## config.mk

```make
export PLATFORM = sky130hd
export DESIGN_NAME = dual_issue_pairer
export DESIGN_NICKNAME = d
export VERILOG_FILES = /design/src/rtl/dip_pkg.sv /design/src/rtl/dip_class_gate.sv /design/src/rtl/dip_hazard_scan.sv /design/src/rtl/dip_port_stage.sv /design/src/rtl/dual_issue_pairer.sv
export SDC_FILE = /design/constraint.sdc
export NUM_CORES = 1
export LEC_CHECK = 0
export ABC_CLOCK_PERIOD_IN_PS = 1830
export CORE_MARGIN = 8
export CORE_UTILIZATION = 29
export CTS_BUF_LIST = sky130_fd_sc_hd__clkbuf_8
export DETAILED_ROUTE_END_ITERATION = 6
export PLACE_DENSITY_LB_ADDON = 0.25
export SYNTH_ARGS = -nofsm -noshare
export SYNTH_HDL_FRONTEND = slang
export SYNTH_SLANG_ARGS = --single-unit
```

## constraint.sdc

```tcl
create_clock -name clk -period 1.83 [get_ports clk]
set_input_delay 0.366 -clock clk [delete_from_list [all_inputs] [get_ports clk]]
set_output_delay 0.366 -clock clk [all_outputs]
set_load 0.05 [all_outputs]
```

## src/rtl/dip_pkg.sv

```systemverilog
// Shared kind codes and pairing-rule tags for the dual-issue arbiter.
// Assumes a 4-bit pre-decoded kind field; codes 13..15 behave as generic.
package dip_pkg;

    localparam int KIND_W = 4;

    localparam logic [KIND_W-1:0] K_GEN  = 4'd0;
    localparam logic [KIND_W-1:0] K_BRI  = 4'd1;
    localparam logic [KIND_W-1:0] K_ITB  = 4'd2;
    localparam logic [KIND_W-1:0] K_NOP  = 4'd3;
    localparam logic [KIND_W-1:0] K_LSM  = 4'd4;
    localparam logic [KIND_W-1:0] K_MULS = 4'd5;
    localparam logic [KIND_W-1:0] K_PSRW = 4'd6;
    localparam logic [KIND_W-1:0] K_EXC  = 4'd7;
    localparam logic [KIND_W-1:0] K_LD   = 4'd8;
    localparam logic [KIND_W-1:0] K_ST   = 4'd9;
    localparam logic [KIND_W-1:0] K_MOV  = 4'd10;
    localparam logic [KIND_W-1:0] K_ALU  = 4'd11;
    localparam logic [KIND_W-1:0] K_MUL  = 4'd12;

    typedef enum logic [1:0] {
        RULE_NONE = 2'd0,
        RULE_TAIL = 2'd1,
        RULE_MEM  = 2'd2,
        RULE_MOV  = 2'd3
    } pair_rule_e;

    // Trailing kinds that ride along after almost anything.
    function automatic logic is_tail_kind(input logic [KIND_W-1:0] k);
        return (k == K_BRI) || (k == K_ITB) || (k == K_NOP);
    endfunction

    // Leading kinds that must always issue alone.
    function automatic logic is_solo_kind(input logic [KIND_W-1:0] k);
        return (k == K_LSM) || (k == K_MULS) || (k == K_PSRW) || (k == K_EXC);
    endfunction

    // Non-multiply data-processing kinds usable as a trailer.
    function automatic logic is_alu_kind(input logic [KIND_W-1:0] k);
        return (k == K_MOV) || (k == K_ALU);
    endfunction

    // Single memory access kinds.
    function automatic logic is_mem_kind(input logic [KIND_W-1:0] k);
        return (k == K_LD) || (k == K_ST);
    endfunction

endpackage

```

## src/rtl/dip_class_gate.sv

```systemverilog
// Ordered class-pair rule check.
// Decides from kinds and shift/addressing attributes alone whether the
// older slot may lead a pair with the younger slot. Registers are not
// considered here. Only leader-then-trailer orderings are encoded.
module dip_class_gate
    import dip_pkg::*;
#(
    parameter int SHAMT_W   = 5,
    parameter int LSL_LIMIT = 4
) (
    input  logic [KIND_W-1:0]  lead_kind,
    input  logic               lead_wb,
    input  logic               lead_offreg,
    input  logic [SHAMT_W-1:0] lead_shamt,
    input  logic               lead_shreg,
    input  logic [KIND_W-1:0]  trail_kind,
    input  logic               trail_shreg,
    output pair_rule_e         rule
);

    localparam logic [SHAMT_W-1:0] LSL_MAX = SHAMT_W'(LSL_LIMIT);

    logic tail_ok;
    logic mem_lead_ok;
    logic mem_ok;
    logic mov_ok;

    // Evaluate each ordered rule independently.
    always_comb begin
        tail_ok     = !is_solo_kind(lead_kind) && is_tail_kind(trail_kind);
        mem_lead_ok = is_mem_kind(lead_kind) && !lead_wb &&
                      (!lead_offreg || (!lead_shreg && (lead_shamt < LSL_MAX)));
        mem_ok      = mem_lead_ok && is_alu_kind(trail_kind) && !trail_shreg;
        mov_ok      = (lead_kind == K_MOV) && (lead_shamt == '0) && !lead_shreg &&
                      is_alu_kind(trail_kind);
    end

    // Report the first matching rule as a tag.
    always_comb begin
        if (tail_ok)      rule = RULE_TAIL;
        else if (mem_ok)  rule = RULE_MEM;
        else if (mov_ok)  rule = RULE_MOV;
        else              rule = RULE_NONE;
    end

endmodule

```

## src/rtl/dip_hazard_scan.sv

```systemverilog
// Register, program-counter and flag conflict scan between the two slots.
// Every register field is qualified by its own valid bit. Source field k
// sits at bits [k*REG_W +: REG_W].
module dip_hazard_scan #(
    parameter int REG_W  = 4,
    parameter int NSRC   = 3,
    parameter int PC_REG = 15
) (
    input  logic                  lead_dv,
    input  logic [REG_W-1:0]      lead_dst,
    input  logic [NSRC-1:0]       lead_srcv,
    input  logic [NSRC*REG_W-1:0] lead_src,
    input  logic                  lead_setf,
    input  logic                  trail_dv,
    input  logic [REG_W-1:0]      trail_dst,
    input  logic [NSRC-1:0]       trail_srcv,
    input  logic [NSRC*REG_W-1:0] trail_src,
    input  logic                  trail_usef,
    output logic                  raw,
    output logic                  waw,
    output logic                  pc_use,
    output logic                  flag_clash
);

    localparam logic [REG_W-1:0] PC_ID = REG_W'(PC_REG);

    logic [NSRC-1:0] dep_hit;
    logic [NSRC-1:0] lead_pc_hit;
    logic [NSRC-1:0] trail_pc_hit;

    for (genvar k = 0; k < NSRC; k++) begin : g_field
        // Per-field comparators: dependency on leader and r15 use.
        always_comb begin
            dep_hit[k]      = trail_srcv[k] && lead_dv &&
                              (trail_src[k*REG_W +: REG_W] == lead_dst);
            lead_pc_hit[k]  = lead_srcv[k]  && (lead_src[k*REG_W +: REG_W]  == PC_ID);
            trail_pc_hit[k] = trail_srcv[k] && (trail_src[k*REG_W +: REG_W] == PC_ID);
        end
    end

    // Fold per-field hits into the four conflict classes.
    always_comb begin
        raw        = |dep_hit;
        waw        = lead_dv && trail_dv && (lead_dst == trail_dst);
        pc_use     = (|lead_pc_hit) || (|trail_pc_hit) ||
                     (lead_dv && (lead_dst == PC_ID)) ||
                     (trail_dv && (trail_dst == PC_ID));
        flag_clash = lead_setf && trail_usef;
    end

endmodule

```

## src/rtl/dip_port_stage.sv

```systemverilog
// Registered per-port control groups bound statically to slot position.
// Port g is fed only by slot g. It is active when more than g
// instructions issued. Idle ports are zero.
module dip_port_stage #(
    parameter int REG_W  = 4,
    parameter int KIND_W = 4,
    parameter int NPORT  = 2,
    localparam int CNT_W = $clog2(NPORT + 1)
) (
    input  logic                    clk,
    input  logic                    rst_n,
    input  logic [CNT_W-1:0]        issue_n,
    input  logic [NPORT-1:0]        slot_dv,
    input  logic [NPORT*REG_W-1:0]  slot_dst,
    input  logic [NPORT*KIND_W-1:0] slot_kind,
    output logic [CNT_W-1:0]        iss_q,
    output logic [NPORT-1:0]        port_we,
    output logic [NPORT*REG_W-1:0]  port_rd,
    output logic [NPORT*KIND_W-1:0] port_kind
);

    // Register the issue count alongside the port groups.
    always_ff @(posedge clk) begin
        if (!rst_n) iss_q <= '0;
        else        iss_q <= issue_n;
    end

    for (genvar g = 0; g < NPORT; g++) begin : g_port
        logic used;

        // A port is in use when the issue count reaches past its slot.
        always_comb used = (issue_n > CNT_W'(g));

        // Capture slot g's controls into port group g.
        always_ff @(posedge clk) begin
            if (!rst_n) begin
                port_we[g]                   <= 1'b0;
                port_rd[g*REG_W +: REG_W]    <= '0;
                port_kind[g*KIND_W +: KIND_W] <= '0;
            end else begin
                port_we[g]                   <= used && slot_dv[g];
                port_rd[g*REG_W +: REG_W]    <= used ? slot_dst[g*REG_W +: REG_W] : '0;
                port_kind[g*KIND_W +: KIND_W] <= used ? slot_kind[g*KIND_W +: KIND_W] : '0;
            end
        end
    end

endmodule

```

## src/rtl/dual_issue_pairer.sv

```systemverilog
// Dual-issue pairing arbiter for a decode stage.
// Combines the ordered class rule with the conflict scan and returns a
// same-cycle pop count to the queue. Registered port groups follow one
// cycle later. Assumes queue entries are offered oldest first and that
// the queue honours pop_cnt at the same clock edge.
module dual_issue_pairer
    import dip_pkg::*;
#(
    parameter int REG_W     = 4,
    parameter int NSRC      = 3,
    parameter int SHAMT_W   = 5,
    parameter int PC_REG    = 15,
    parameter int LSL_LIMIT = 4
) (
    input  logic                  clk,
    input  logic                  rst_n,
    input  logic [1:0]            q_cnt,
    input  logic [KIND_W-1:0]     s0_kind,
    input  logic                  s0_wb,
    input  logic                  s0_offreg,
    input  logic [SHAMT_W-1:0]    s0_shamt,
    input  logic                  s0_shreg,
    input  logic                  s0_setf,
    input  logic                  s0_dv,
    input  logic [REG_W-1:0]      s0_dst,
    input  logic [NSRC-1:0]       s0_srcv,
    input  logic [NSRC*REG_W-1:0] s0_src,
    input  logic [KIND_W-1:0]     s1_kind,
    input  logic                  s1_shreg,
    input  logic                  s1_usef,
    input  logic                  s1_dv,
    input  logic [REG_W-1:0]      s1_dst,
    input  logic [NSRC-1:0]       s1_srcv,
    input  logic [NSRC*REG_W-1:0] s1_src,
    output logic [1:0]            pop_cnt,
    output logic [1:0]            iss_cnt,
    output logic                  p0_we,
    output logic [REG_W-1:0]      p0_rd,
    output logic [KIND_W-1:0]     p0_kind,
    output logic                  p1_we,
    output logic [REG_W-1:0]      p1_rd,
    output logic [KIND_W-1:0]     p1_kind
);

    localparam int NPORT = 2;

    pair_rule_e       rule;
    logic             raw, waw, pc_use, flag_clash;
    logic [1:0]       avail;
    logic             pair_ok;
    logic [NPORT-1:0] port_we;
    logic [NPORT*REG_W-1:0]  port_rd;
    logic [NPORT*KIND_W-1:0] port_kind;

    dip_class_gate #(
        .SHAMT_W   (SHAMT_W),
        .LSL_LIMIT (LSL_LIMIT)
    ) u_gate (
        .lead_kind   (s0_kind),
        .lead_wb     (s0_wb),
        .lead_offreg (s0_offreg),
        .lead_shamt  (s0_shamt),
        .lead_shreg  (s0_shreg),
        .trail_kind  (s1_kind),
        .trail_shreg (s1_shreg),
        .rule        (rule)
    );

    dip_hazard_scan #(
        .REG_W  (REG_W),
        .NSRC   (NSRC),
        .PC_REG (PC_REG)
    ) u_haz (
        .lead_dv    (s0_dv),
        .lead_dst   (s0_dst),
        .lead_srcv  (s0_srcv),
        .lead_src   (s0_src),
        .lead_setf  (s0_setf),
        .trail_dv   (s1_dv),
        .trail_dst  (s1_dst),
        .trail_srcv (s1_srcv),
        .trail_src  (s1_src),
        .trail_usef (s1_usef),
        .raw        (raw),
        .waw        (waw),
        .pc_use     (pc_use),
        .flag_clash (flag_clash)
    );

    // Clamp queue occupancy and hold it at zero during reset.
    always_comb begin
        if (!rst_n)           avail = 2'd0;
        else if (q_cnt > 2'd2) avail = 2'd2;
        else                  avail = q_cnt;
    end

    // Pair only when a rule matched and no conflict was found.
    always_comb pair_ok = (rule != RULE_NONE) && !raw && !waw && !pc_use && !flag_clash;

    // Same-cycle pop count returned to the queue.
    always_comb begin
        if (avail == 2'd0)                 pop_cnt = 2'd0;
        else if (avail == 2'd2 && pair_ok) pop_cnt = 2'd2;
        else                               pop_cnt = 2'd1;
    end

    dip_port_stage #(
        .REG_W  (REG_W),
        .KIND_W (KIND_W),
        .NPORT  (NPORT)
    ) u_ports (
        .clk       (clk),
        .rst_n     (rst_n),
        .issue_n   (pop_cnt),
        .slot_dv   ({s1_dv, s0_dv}),
        .slot_dst  ({s1_dst, s0_dst}),
        .slot_kind ({s1_kind, s0_kind}),
        .iss_q     (iss_cnt),
        .port_we   (port_we),
        .port_rd   (port_rd),
        .port_kind (port_kind)
    );

    // Split the packed port groups onto named outputs.
    always_comb begin
        p0_we   = port_we[0];
        p1_we   = port_we[1];
        p0_rd   = port_rd[0 +: REG_W];
        p1_rd   = port_rd[REG_W +: REG_W];
        p0_kind = port_kind[0 +: KIND_W];
        p1_kind = port_kind[KIND_W +: KIND_W];
    end

endmodule

```

* Yosys cells after proc, flatten, opt, wreduce, memory -nomap -nowiden
Index checks and enable logic that the tools add are counted.
** Operators by class
- Reduce and logical (&&, ||, !) cells :: 61
- Mux-type cells :: 7
- Order comparisons :: 4
- Equality and inequality tests :: 25
** Operators by type and width (count)
- $eq 4x4->1 const B :: 13
- $logic_and 1x1->1 :: 33
- $eq 4x3->1 const B :: 4
- $eq 4x4->1 :: 4
- $mux 2 :: 7
- $logic_or 1x1->1 :: 11
- $logic_not 1->1 :: 9
- $reduce_or 3->1 :: 3
- $eq 4x2->1 const B :: 2
- $logic_not 5->1 :: 1
- $lt 5x3->1 const B :: 1
- $eq 4x1->1 const B :: 1
- $gt 2x1->1 const B :: 2
- $reduce_and 2->1 :: 2
- $eq 2x2->1 const B :: 1
- $gt 2x2->1 const B :: 1
- $logic_not 2->1 :: 1
- $reduce_bool 2->1 :: 1
** Word-level totals
- Output and inout port bits :: 22
- Word-level logic and storage cells :: 104
- Input port bits :: 63
- Register bits after elaboration :: 20

* Longest topological paths before layout
Gate-level depths: netlist of run 1.
- Depth in word-level cells :: 18
- Depth in mapped cells :: 7
- Mapped depth without buffers :: 5

* Modules after synthesis
From an unflattened synthesis of run 1, not the netlist that was laid out.
** Second synthesis, totals
- Cell total of the unflattened synthesis :: 114
- Area total of the unflattened synthesis :: 1062.3 um2
** By module, submodules not included
- dip_port_stage :: cells an instance 45, area each 600.6 um2, times used 1, seq. area each 400.4 um2
- dip_hazard_scan :: cells an instance 53, area each 339.1 um2, times used 1, seq. area each 0.0 um2
- dip_class_gate :: cells an instance 11, area each 83.8 um2, times used 1, seq. area each 0.0 um2
- dual_issue_pairer :: cells an instance 5, area each 38.8 um2, times used 1, seq. area each 0.0 um2

* Worst setup path after synthesis of run 1
No wires, ideal clock.
- Path type :: input port to output port
- Start point :: in s0_dst[3]
- End point :: out pop_cnt[0]
- Path buffers :: 2
- Arrival time :: 2.067 ns
- Slack :: -0.603 ns
- Required time :: 1.464 ns
- Stages on the path :: 7
- Cell sequence :: buf_2 > inv_1 > a221o_1 > nor4_1 > nor4_1 > buf_2 > a21oi_1
** Between the ends
- Word-level cells in the longest chain between the ends :: 11
- Elaborated cells on any way between the ends :: 23
- Classes of those cells :: eq/ne (5); mux (2); reduce/logical (16)
** RTL lines
- start: declaration :: RTL line dual_issue_pairer.sv:25 : input logic [REG_W-1:0] s0_dst,
- $eq 4x4->1 :: RTL line dip_hazard_scan.sv:35 : (trail_src[k*REG_W +: REG_W] == lead_dst);
- $logic_and 1x1->1 :: RTL line dip_hazard_scan.sv:34 : dep_hit[k] = trail_srcv[k] && lead_dv &&
- $reduce_or 3->1 :: RTL line dip_hazard_scan.sv:43 : raw = |dep_hit;
- $logic_not 1->1 :: RTL line dual_issue_pairer.sv:98 : always_comb pair_ok = (rule != RULE_NONE) && !raw && !waw && !pc_use && !flag_clash;
- $logic_and 1x1->1 (2 in series) :: RTL line dual_issue_pairer.sv:98
- $logic_and 1x1->1 (*) (2 in series) :: RTL line dual_issue_pairer.sv:98
- $logic_and 1x1->1 (*) :: RTL line dual_issue_pairer.sv:103 : else if (avail == 2'd2 && pair_ok) pop_cnt = 2'd2;
- $mux 2 (*) :: RTL line dual_issue_pairer.sv:103
- $mux 2 (*) :: RTL line dual_issue_pairer.sv:102 : if (avail == 2'd0) pop_cnt = 2'd0;
- end: declaration :: RTL line dual_issue_pairer.sv:35 : output logic [1:0] pop_cnt,
Every way passes the cells marked *; elsewhere a longest branch is shown, timed or not.

* Final worst setup path of run 1
Ends and elaborated chain as after synthesis.

==> results of run 1 <==
-- cells in the mapped netlist --
master / n
dfxtp_1: 20
and3_1: 14
nand3_1: 11
xor2_1: 10
and2_1: 6
nor4_1: 5
buf_2: 4
inv_1: 4
nor2_1: 4
xnor2_1: 3
a21oi_1: 2
and2_2: 2
and3_2: 2
buf_4: 2
nand2_1: 2
nand4_1: 2
nor2b_1: 2
nor4_2: 2
o211ai_1: 2
o21ai_0: 2
a2111oi_4: 1
a221o_1: 1
conb_1: 1
nand3b_1: 1
nor3_1: 1
o21a_1: 1
o22ai_1: 1
o311a_1: 1
-- metrics by stage --
| step | util [%] | power (mW) | setup WS [ns] |
|---|---|---|---|
| finish | 65.1 | 1.10 | -0.248 |
| global route | 65.1 | 1.15 | -0.354 |
| detailed placement | 59.7 | 0.818 | -0.727 |
| global placement | 59.7 | 0.809 | -0.679 |
| floorplan | - | 0.610 | -0.132 |
| CTS | 64.1 | 1.09 | -0.245 |
-- power breakdown --
part           total, mW  switching [mW]  leakage [nW]  internal, mW
clock              0.264           0.119        0.0216         0.146
combinational      0.377           0.194         0.790         0.183
sequential         0.454         0.00400         0.164         0.450
total               1.10           0.317         0.975         0.778
-- layer usage --
layer / wire, um / share of wire, % / up-vias / track usage [%]
met5: 0 / 0 / - / 0
met4: 133 / 3.3 / 0 / 7.39
met3: 277 / 6.9 / 10 / 3.50
met2: 2180 / 55 / 59 / 28.6
met1: 1400 / 35 / 531 / 12.8
li1: - / - / 571 / -
-- sequential cells by signal (all words and copies together) (netlist names) --
| register | count |
|---|---|
| u_ports.port_kind | 8 |
| u_ports.port_we | 2 |
| u_ports.port_rd | 8 |
| u_ports.iss_q | 2 |
-- final cells by class --
type,count,area share (%)
Tap cell,46,2.67
Timing Repair Buffer,100,40.0
Inverter,4,0.813
Clock buffer,3,1.92
Multi-Input combinational cell,79,36.0
Sequential cell,20,18.6
-- cells by family after synthesis --
kind of cell              Yosys count  share of synthesized area, %
and+or+nand+nor                    54                          33.0
buffers and inverters              10                          5.05
DFF                                20                          40.4
other                               1                         0.378
xor gates and xnor gates           13                          11.5
AOI/OAI and AO/OA                  11                          9.72
-- critical path, delay by kind of cell --
family | cells | cell delay [ns]
simple gates | 2 | 0.47
buf+inv | 3 | 0.34
compound gates | 2 | 0.53
-- final timing paths --
path,startpoint,to,slack [ns]
worst max-delay path,s0_dst[3],pop_cnt[0],-0.25
worst min-delay path,s0_kind[2],u_ports.port_kind[2],0.34
-- timing repair --
item	in CTS	in global routing
pin swaps	34	18
resized for setup	148	30
gates cloned	0	0
setup buffers	1	0
setup endpoints to repair	12	2
==> summary by stage, run 1 <==
Flow run
The number of max-cap violations is 0.

Timing
The final number of hold-violating endpoints was 0. The worst setup slack after layout is -0.248 ns. The slew at the pin closest to its max-slew limit is 0.502 ns. The post-route minimum period is 2.08 ns.

Setup violations remaining at the end of the flow were counted as 2. In the final timing run, aggregate negative setup slack is -0.452 ns. The worst slew slack as a fraction of its limit is 66.4%.

Setup repair after global routing could not meet its margin everywhere. The worst slack on hold paths is 0.343 ns. The final critical path takes up 114% of the cycle.

The maximum clock rate is 0.481 GHz. The number of max-slew violations in the final report is 0.

Run status
The run finished, with violations left. The final reports fail on negative setup slack.

Layout
After routing the design area is 2150 um^2. The final antenna diode count is 0. The share of post-route cells with drive strength above 1 is 44.2%.

Across the whole layout, storage elements account for 400 um^2. The multi-input logic area is 776 um^2. In the layout the commonest cells are buf_4, dfxtp_1, dlygate4sd2_1. The library cell used most frequently in the layout, excluding fill and tap cells, is buf_4. After filler insertion, the fill cell instance count of the layout stands at 310.

Once layout is complete, the cells apart from fillers number 252. The number of nets in the final layout is 271. The area added between synthesis and finish is 117%.

Global routing
The maximum number of pins on one net before global-route repair is 11. The via count of the first global-routing pass is 1326. The global-route wire length before repair is 6000 um. The initial antenna violation count was 0.

The sum of overflow across all layers after global routing is 0. The global-route usage over all layers is 14.3%.

Synth
The Yosys step of the flow raised 0 warnings. Each instance of the synthesized netlist takes up on average 9.09 um^2. Sorting the synthesized cells by area gives the leading types as dfxtp_1, and3_1, xor2_1.

Synthesis instantiated 28 different standard cells from the library. The synthesized netlist net count is 172. The top cell type's share of synthesized area is 40.4%. The post-synthesis sequential element count is 20. For this run, the register share of the synthesized area comes to 40.4%.

The cell count after synthesis is 109. The post-synthesis instance area is 991 um^2. dfxtp_1 takes more of the synthesized area than any other cell.

Worst hold path
Along the worst hold path, the cell count comes to 2. The class of the tightest hold or removal check is input pin to flop.

Clocking
Clock tree synthesis inserted a total of 3 buffers. The number of hold-repair buffers added at the cts stage is 0. The clock tree root driver cell is clkbuf_8. The level count of the clock H-tree is 1.

The number of sinks handled by clock tree synthesis is 20. Counting along the longest clock path gives a buffer depth of 2. The TritonCTS clock tree is done. Clock-pin slew was measured on the worst setup and hold paths at 0.06 ns.

Pwr
The power density relative to cell area is 508 nW/um^2. Summed over all cells, the static leakage comes to 0.975 nW. The largest voltage drop on the vdd net is 0.277 mV.

Floorplan
The die boundary width is 74.5 um. The overall die area is 5540 um^2. The effective utilization at floorplan is 29.9%. For this design the top-level I/O count stands at 85.

After floorplanning, the core was divided into 21 placement rows. The height of the die is 74.5 um. The standard cell core area is 3310 um^2.

Route
The total wire length after detailed routing is 3990 um. The via density per instance is 4.65. The final route contains 1171 vias.

The post-detailed-route wirelength per cell is 15.8 um. The count of nets left with antenna violations after detail routing is 0. The remaining routing DRC violations is 0. The initial DRC count is 48. The length of the first detailed-routing pass in iterations is 4.

Place
The total half-perimeter wirelength after legalization and detailed placement is 3330 um. During placement, the flow inserted port buffers numbering 84. The weighted congestion reported at the end of routability-driven placement is 0.779. The number of placed cells counting well taps is 249. Once placement finished, the instance area stood at 1980 um^2.

Critical path
The highest-delay cell along the critical path is a221o_1. Among the stages of the critical path, the cell type that occurs most often is nor4_4. The data required time at the worst endpoint is 1.46 ns. The critical path is of the input pin to output pin type. The worst setup path is captured at an output pin. The signal arrival time at the worst endpoint is 1.71 ns.

The kind of start point of the critical path is an input pin. The signal on the critical path passes through buf_4, inv_4, a221o_1, nor4_4, nor4_4, a21oi_4, buf_6. The maximum cell stage delay along the critical path is 0.36 ns. Along the worst path, the maximum fanout reaches 3.
No activity file was read; power rests on OpenSTA's default activity.
==> run 2, diff against run 1 <==
--- a/config.mk
+++ b/config.mk
@@ -7,8 +7,7 @@
 export LEC_CHECK = 0
 export ABC_CLOCK_PERIOD_IN_PS = 1830
 export CORE_MARGIN = 8
-export CORE_UTILIZATION = 29
-export CTS_BUF_LIST = sky130_fd_sc_hd__clkbuf_8
+export CORE_UTILIZATION = 28
 export DETAILED_ROUTE_END_ITERATION = 6
 export PLACE_DENSITY_LB_ADDON = 0.25
 export SYNTH_ARGS = -nofsm -noshare
==> constraint.sdc (replaced) <==
create_clock -name clk -period 1.83 [get_ports clk]
set_input_delay 0.4575 -clock clk [delete_from_list [all_inputs] [get_ports clk]]
set_output_delay 0.4575 -clock clk [all_outputs]
set_load 0.05 [all_outputs]
==> run 2 against run 1 <==
  * The run still ends with negative setup slack left
  * Global-route usage fell by 0.98 points
  * Total power fell by 2.8%
  * Sequential power barely moved
  * Final cell count rose by 2.4%
  * Count of clock-buffer cells in the layout rose by 1
  * Highest routed layer unchanged
==> summary by stage, run 2 (synthesized netlist as in run 1, its figures left out) <==
Route
The initial DRC count is 98 (+100%). The length of routed wiring on met1 is 1330 um (-4.6%). The via density per instance came to 4.50 (-3.1%).

The remaining routing DRC violations is 0 (unchanged). The length of the first detailed-routing pass in iterations is 4 (unchanged). The highest metal layer used by the detailed router is met4.

The total wire length after detailed routing is 3760 um (-5.8%). The routed length on met3 was 283 um (+2.2%). The post-detailed-route wirelength per cell is 14.6 um (-8.0%).

The count of nets left with antenna violations after detail routing came to 0 (unchanged). The via count came to 1162 (-0.77%). The total met2 wirelength after detailed routing was 2090 um (-4.2%).

Flow run
The number of max-cap violations is 0 (unchanged).

Layout
The count of fill cells added during filler insertion is 317 (+2.3%). The sequential cell area is 400 um^2 (unchanged). The area added between synthesis and finish is 112%. The number of nets in the final layout is 276 (+1.8%). The final core utilization came to 62.5% (-2.6 points).

The final antenna diode count is 0 (unchanged). The multi-input logic area is 711 um^2 (-8.4%). Leaving out fill and tap cells, the most frequent cells in the layout are buf_4, dfxtp_1, buf_2. The share of post-route cells with drive strength above 1 is 49.5% (+5.4 points). The library cell used most frequently in the layout, excluding fill and tap cells, is buf_4. The largest registers in the layout are u_ports.port_kind (8), u_ports.port_rd (8).

Clocking
The clock tree buffer depth is 2 (unchanged). The root buffer cell chosen for the clock tree is clkbuf_4. The level count of the clock H-tree is 1 (unchanged). The number of hold-repair buffers added at the cts stage is 0 (unchanged).

The number of buffers created by CTS is 3 (unchanged). The clock transition at the registers of the reported paths was 0.10 ns (+0.04 ns). TritonCTS built the clock tree.

The number of sinks handled by clock tree synthesis is 20 (unchanged).

Critical path
The maximum cell stage delay along the critical path is 0.35 ns (about the same). The top fanout value on the critical path was 4 (+1). The kind of start point of the critical path is an input pin. The data required time at the worst endpoint came to 1.37 ns (-0.09 ns). The class of the most critical setup path is input pin to output pin. The highest-delay cell along the critical path is nor4_4. The capturing element type of the critical path is an output pin.

Traced cell by cell, the critical path runs through buf_4, buf_6, xor2_2, nor4_4, nor4_4, buf_4, a21oi_4, buf_6. The signal arrival time at the worst endpoint came to 1.79 ns (+0.08 ns).

Floorplan
The standard cell core area is 3360 um^2 (+1.6%). The effective utilization at floorplan is 29.5% (-0.47 points). The overall die area is 5700 um^2 (+2.8%).

The die boundary width is 75.5 um (+1.4%). The number of rows in the core area is 21 (unchanged). The I/O pin count is 85 (unchanged).

The height of the die came to 75.5 um (+1.4%).

Pwr
The combinational fraction of design power is 34.8% (+0.4 points). The power density relative to cell area is 507 nW/um^2 (-0.34%). The part of the power in registers is 42.6% (+1.2 points). The switching share of total power is 28.9% (-0.066 points). The standby leakage power is 0.982 nW (+0.71%). The net switching power is 307 uW (-3.0%). The largest voltage drop on the vdd net is 0.241 mV (-13%). The cell-internal power was 757 uW (-2.7%). The share of power burned in the clock network is 22.6% (-1.5 points).

Place
The weighted congestion reported at the end of routability-driven placement is 0.755 (-3.1%). The total half-perimeter wirelength after legalization and detailed placement is 3230 um (-3.1%). The quantity of I/O buffers inserted on ports is 84 (unchanged).

Timing
The worst setup slack after layout is -0.418 ns (-0.170 ns). The maximum clock rate was 0.445 GHz (-7.6%). Setup repair after global routing could not meet its margin everywhere. The post-route minimum period is 2.25 ns (+0.170 ns). The final cycle utilization of the critical path was 123% (+9.3 points). The number of max-slew violations in the final report was 0 (unchanged). The number of endpoints failing setup at the final stage is 2 (unchanged). The worst slack on hold paths is 0.396 ns (+0.0531 ns). The sum of negative setup slack came to -0.806 ns (-0.354 ns). The final number of hold-violating endpoints was 0 (unchanged).

Run status
The flow ran to the end, but the final reports show violations. The final reports fail on negative setup slack.

Global routing
The global-route usage over all layers came to 13.4% (-0.98 points). The maximum number of pins on one net before global-route repair is 12 (+1). The initial antenna violation count is 0 (unchanged).

The sum of overflow across all layers after global routing is 0 (unchanged). The via count of the first global-routing pass came to 1204 (-9.2%). The global-route wire length before repair was 5710 um (-4.8%).

Worst hold path
The path class of the tightest hold or removal check is input pin to flop.
==> run 2: cell count changes in the layout (fill, tap and decap cells not counted), moves of 2 or more <==
cell / delta
buf_2: +9
clkdlybuf4s15_2: +3
dlymetal6s2s_1: -2
xor2_1: +3
dlygate4sd2_1: -2
clkbuf_2: -8
buf_8: +2
buf_6: -3
clkbuf_4: +3
clkdlybuf4s50_1: -9
xor2_4: -3
clkbuf_8: -2
buf_4: +14
==> run 2: final cells by class <==
class	instances	share of cell area, %
clock buffer	4	1.73
inverter	4	0.833
multi-input combinational	79	33.8
sequential	20	19.0
tap	46	2.74
timing repair buffer	105	41.8
==> run 2: path summary, 6_finish.rpt <==
kind / startpoint / endpoint / cells after the start
max: s0_dst[1] / pop_cnt[0] / 8
min: s0_kind[2] / u_ports.port_kind[2] / 2
==> run 2: routing by layer <==
metal / track usage [%] / vias to the layer above
li1: - / 589
met1: 12.7 / 524
met5: 0 / -
met3: 2.89 / 4
met4: 7.04 / 0
met2: 26.0 / 45
==> run 2: repair_timing <==
item / 4_1_cts / 5_1_grt
resized for setup: 181 / 3
setup buffers: 4 / 0
setup endpoints to repair: 12 / 2
pin swaps: 36 / 1
==> run 2: through the flow <==
| stage | setup WS (ns) | instance area (um^2) | cells | power (mW) |
|---|---|---|---|---|
| final | -0.418 | 2100 | 258 | 1.06 |
| after global routing | -0.477 | 2100 | 258 | 1.12 |
| after CTS | -0.381 | 2100 | 258 | 1.07 |
| after detailed placement | -0.936 | 1960 | 250 | 0.817 |
| after global placement | -0.912 | 1960 | 250 | 0.811 |
| after floorplan | -0.315 | 1040 | 109 | 0.610 |
==> run 2: power groups by stage <==
stage / clock, mW / sequential, mW / combinational, mW
floorplan: 0 / 0.514 / 0.0959
global route: 0.269 / 0.455 / 0.392
detailed placement: 0 / 0.464 / 0.353
global placement: 0 / 0.463 / 0.348
finish: 0.241 / 0.453 / 0.370
CTS: 0.253 / 0.454 / 0.368
==> run 2: worst max-delay path: cells and delay by family <==
kind | cells | cell delay, ns
AO/OA/AOI/OAI | 1 | 0.14
AND/OR/NAND/NOR | 2 | 0.43
buffers and inverters | 4 | 0.57
XOR/XNOR | 1 | 0.18
==> run 3, diff against run 2 <==
--- a/config.mk
+++ b/config.mk
@@ -6,7 +6,6 @@
 export NUM_CORES = 1
 export LEC_CHECK = 0
 export ABC_CLOCK_PERIOD_IN_PS = 1830
-export CORE_MARGIN = 8
 export CORE_UTILIZATION = 28
 export DETAILED_ROUTE_END_ITERATION = 6
 export PLACE_DENSITY_LB_ADDON = 0.25
==> run 3 against run 2 <==
  * The run still ends with negative setup slack left
  * First-iteration DRC count is 89% lower
  * Global-route usage is 4.2 points higher
  * Via count is 2.8% higher
  * Largest cell class unchanged
  * Largest power group unchanged
  * Highest routed layer unchanged
==> summary by stage, run 3 (synthesized netlist as in run 1, its figures left out) <==
Route
The length of the first detailed-routing pass in iterations was 4 (unchanged). The post-detailed-route wirelength per cell came to 13.1 um (-9.9%). The via density per instance is 4.67 (+3.6%). The total wire length after detailed routing is 3360 um (-11%). The count of nets left with antenna violations after detail routing was 0 (unchanged). The initial DRC count came to 11 (-89%). The remaining routing DRC violations is 0 (unchanged). The via count is 1195 (+2.8%).

Layout
The count of fill cells added during filler insertion is 306 (-3.5%). The largest registers in the layout are u_ports.port_kind (8), u_ports.port_rd (8). The library cells used most frequently in the layout, excluding fill and tap cells, are buf_4, clkdlybuf4s15_1, dfxtp_1. The share of post-route cells with drive strength above 1 came to 46.7% (-2.9 points). The area added between synthesis and finish is 116%.

The most common cell after layout, fill and taps aside is buf_4. The final instance area was 2140 um^2 (+1.7%). The number of nets in the final layout is 275 (-0.36%). The final antenna diode count is 0 (unchanged).

Critical path
By startpoint and endpoint, the worst setup path is classified as input pin to output pin. The data required time at the worst endpoint is 1.37 ns (about the same). The signal arrival time at the worst endpoint is 1.80 ns (about the same). The top fanout value on the critical path is 4 (unchanged). The kind of start point of the critical path is an input pin. STA classifies the critical path endpoint as an output pin.

Pwr
The standby leakage power is 1.01 nW (+2.4%). The share of power burned in the clock network came to 18.8% (-3.8 points). The net switching power was 301 uW (-2.2%). The cell-internal power is 711 uW (-6.1%). The combinational fraction of design power is 36.4% (+1.6 points). The switching share of total power is 29.7% (+0.83 points). The largest voltage drop on the vdd net is 0.215 mV (-11%).

The part of the power in registers is 44.8% (+2.2 points). The power density relative to cell area is 473 nW/um^2 (-6.6%).

Floorplan
The effective utilization at floorplan came to 29.5% (unchanged). The die boundary width is 61.5 um (-19%). The height of the die is 61.5 um (-19%). The standard cell core area came to 3360 um^2 (unchanged). The I/O pin count is 85 (unchanged). The overall die area was 3780 um^2 (-34%). The number of rows in the core area is 21 (unchanged).

Flow run
The number of max-cap violations is 0 (unchanged).

Global routing
The sum of overflow across all layers after global routing is 0 (unchanged). The global-route usage over all layers is 17.6% (+4.2 points). The maximum number of pins on one net before global-route repair is 11 (-1).

The global-route wire length before repair is 4850 um (-15%). The initial antenna violation count is 0 (unchanged). The via count of the first global-routing pass was 1141 (-5.2%).

Timing
The number of max-slew violations in the final report is 0 (unchanged). Setup repair after global routing could not meet its margin everywhere. The worst setup slack after layout is -0.425 ns (-0.00670 ns). The number of endpoints failing setup at the final stage is 2 (unchanged). The final cycle utilization of the critical path is 123% (+0.37 points). The maximum clock rate is 0.443 GHz (-0.30%).

The post-route minimum period is 2.26 ns (+0.00670 ns). The final number of hold-violating endpoints is 0 (unchanged).

Clocking
The level count of the clock H-tree is 1 (unchanged). CTS placed an instance of clkbuf_4 at the clock tree root. The clock tree buffer depth is 2 (unchanged). The number of buffers created by CTS is 3 (unchanged).

TritonCTS built the clock tree. The clock transition at the registers of the reported paths is 0.10 ns (about the same). The number of hold-repair buffers added at the cts stage is 0 (unchanged). The number of sinks handled by clock tree synthesis came to 20 (unchanged).

Place
The area after detailed placement was 1980 um^2 (+1.1%). The quantity of I/O buffers inserted on ports is 84 (unchanged). The total half-perimeter wirelength after legalization and detailed placement is 2750 um (-15%).

The post-place setup slack is -0.872 ns (+0.0642 ns). The weighted congestion reported at the end of routability-driven placement came to 0.787 (+4.3%).

Run status
The run finished, with violations left. The final reports fail on negative setup slack.

Worst hold path
The path class of the tightest hold or removal check is input pin to flop.
[run 3: changes by cell type in the layout (fill, tap and decap cells not counted), sizes merged]
cell and change:
clkdlybuf4s50 -4, clkbuf -1, buf -9, clkdlybuf4s15 +12, dlygate4sd2 -4, dlymetal6s2s +4
[run 3: final cells by class]
type / instances / area, um^2 / area share, %
Tap cell: 46 / 57.6 / 2.69
Timing Repair Buffer: 104 / 938 / 43.9
Clock buffer: 3 / 22.5 / 1.05
Multi-Input combinational cell: 79 / 702 / 32.8
Sequential cell: 20 / 400 / 18.7
Inverter: 4 / 17.5 / 0.819
[run 3: power groups by stage]
stage	Combinational (mW)	Clock, mW	Sequential [mW]
5_1_grt	0.391	0.216	0.454
6_report	0.368	0.190	0.453
3_3_place_gp	0.349	0	0.463
4_1_cts	0.364	0.198	0.453
2_1_floorplan	0.0959	0	0.514
3_5_place_dp	0.357	0	0.463
[run 3: metrics by stage]
step	cells	setup TNS [ns]	hold WS (ns)	total power, mW	util [%]
after floorplan	109	-0.551	0.579	0.610	-
after global placement	253	-6.18	0.910	0.813	59.0
after detailed placement	253	-6.52	0.908	0.821	59.0
after CTS	256	-0.749	0.393	1.02	62.6
after global routing	256	-0.914	0.411	1.06	63.6
final	256	-0.786	0.405	1.01	63.6
[run 3: routing by layer]
metal / wire length, um / vias to the layer above / share of wire (%) / track usage, %
met5: 0 / - / 0 / 0
met1: 1160 / 561 / 34 / 17.1
met3: 178 / 2 / 5.3 / 2.31
met4: 27 / 0 / 0.80 / 5.71
li1: - / 584 / - / -
met2: 1990 / 48 / 59 / 37.0
[run 3: worst max-delay path, stage by stage]
cell and delay, ns:
buf_8 0.10, buf_6 0.12, and3_4 0.17, nand3_2 0.05
nand4_1 0.15, nor4_4 0.34, buf_4 0.19, a21oi_4 0.06
buf_6 0.16
[run 3: repair_timing]
action / in CTS / in global routing
endpoints found under the setup margin: 12 / 2
buffers inserted: 2 / 0
pin swaps: 31 / 13
resized for setup: 164 / 18
[run 3: worst paths after layout]
path / cells past startpoint / to / start
max: 9 / pop_cnt[0] / s0_dst[1]
min: 2 / u_ports.port_kind[2] / s0_kind[2]
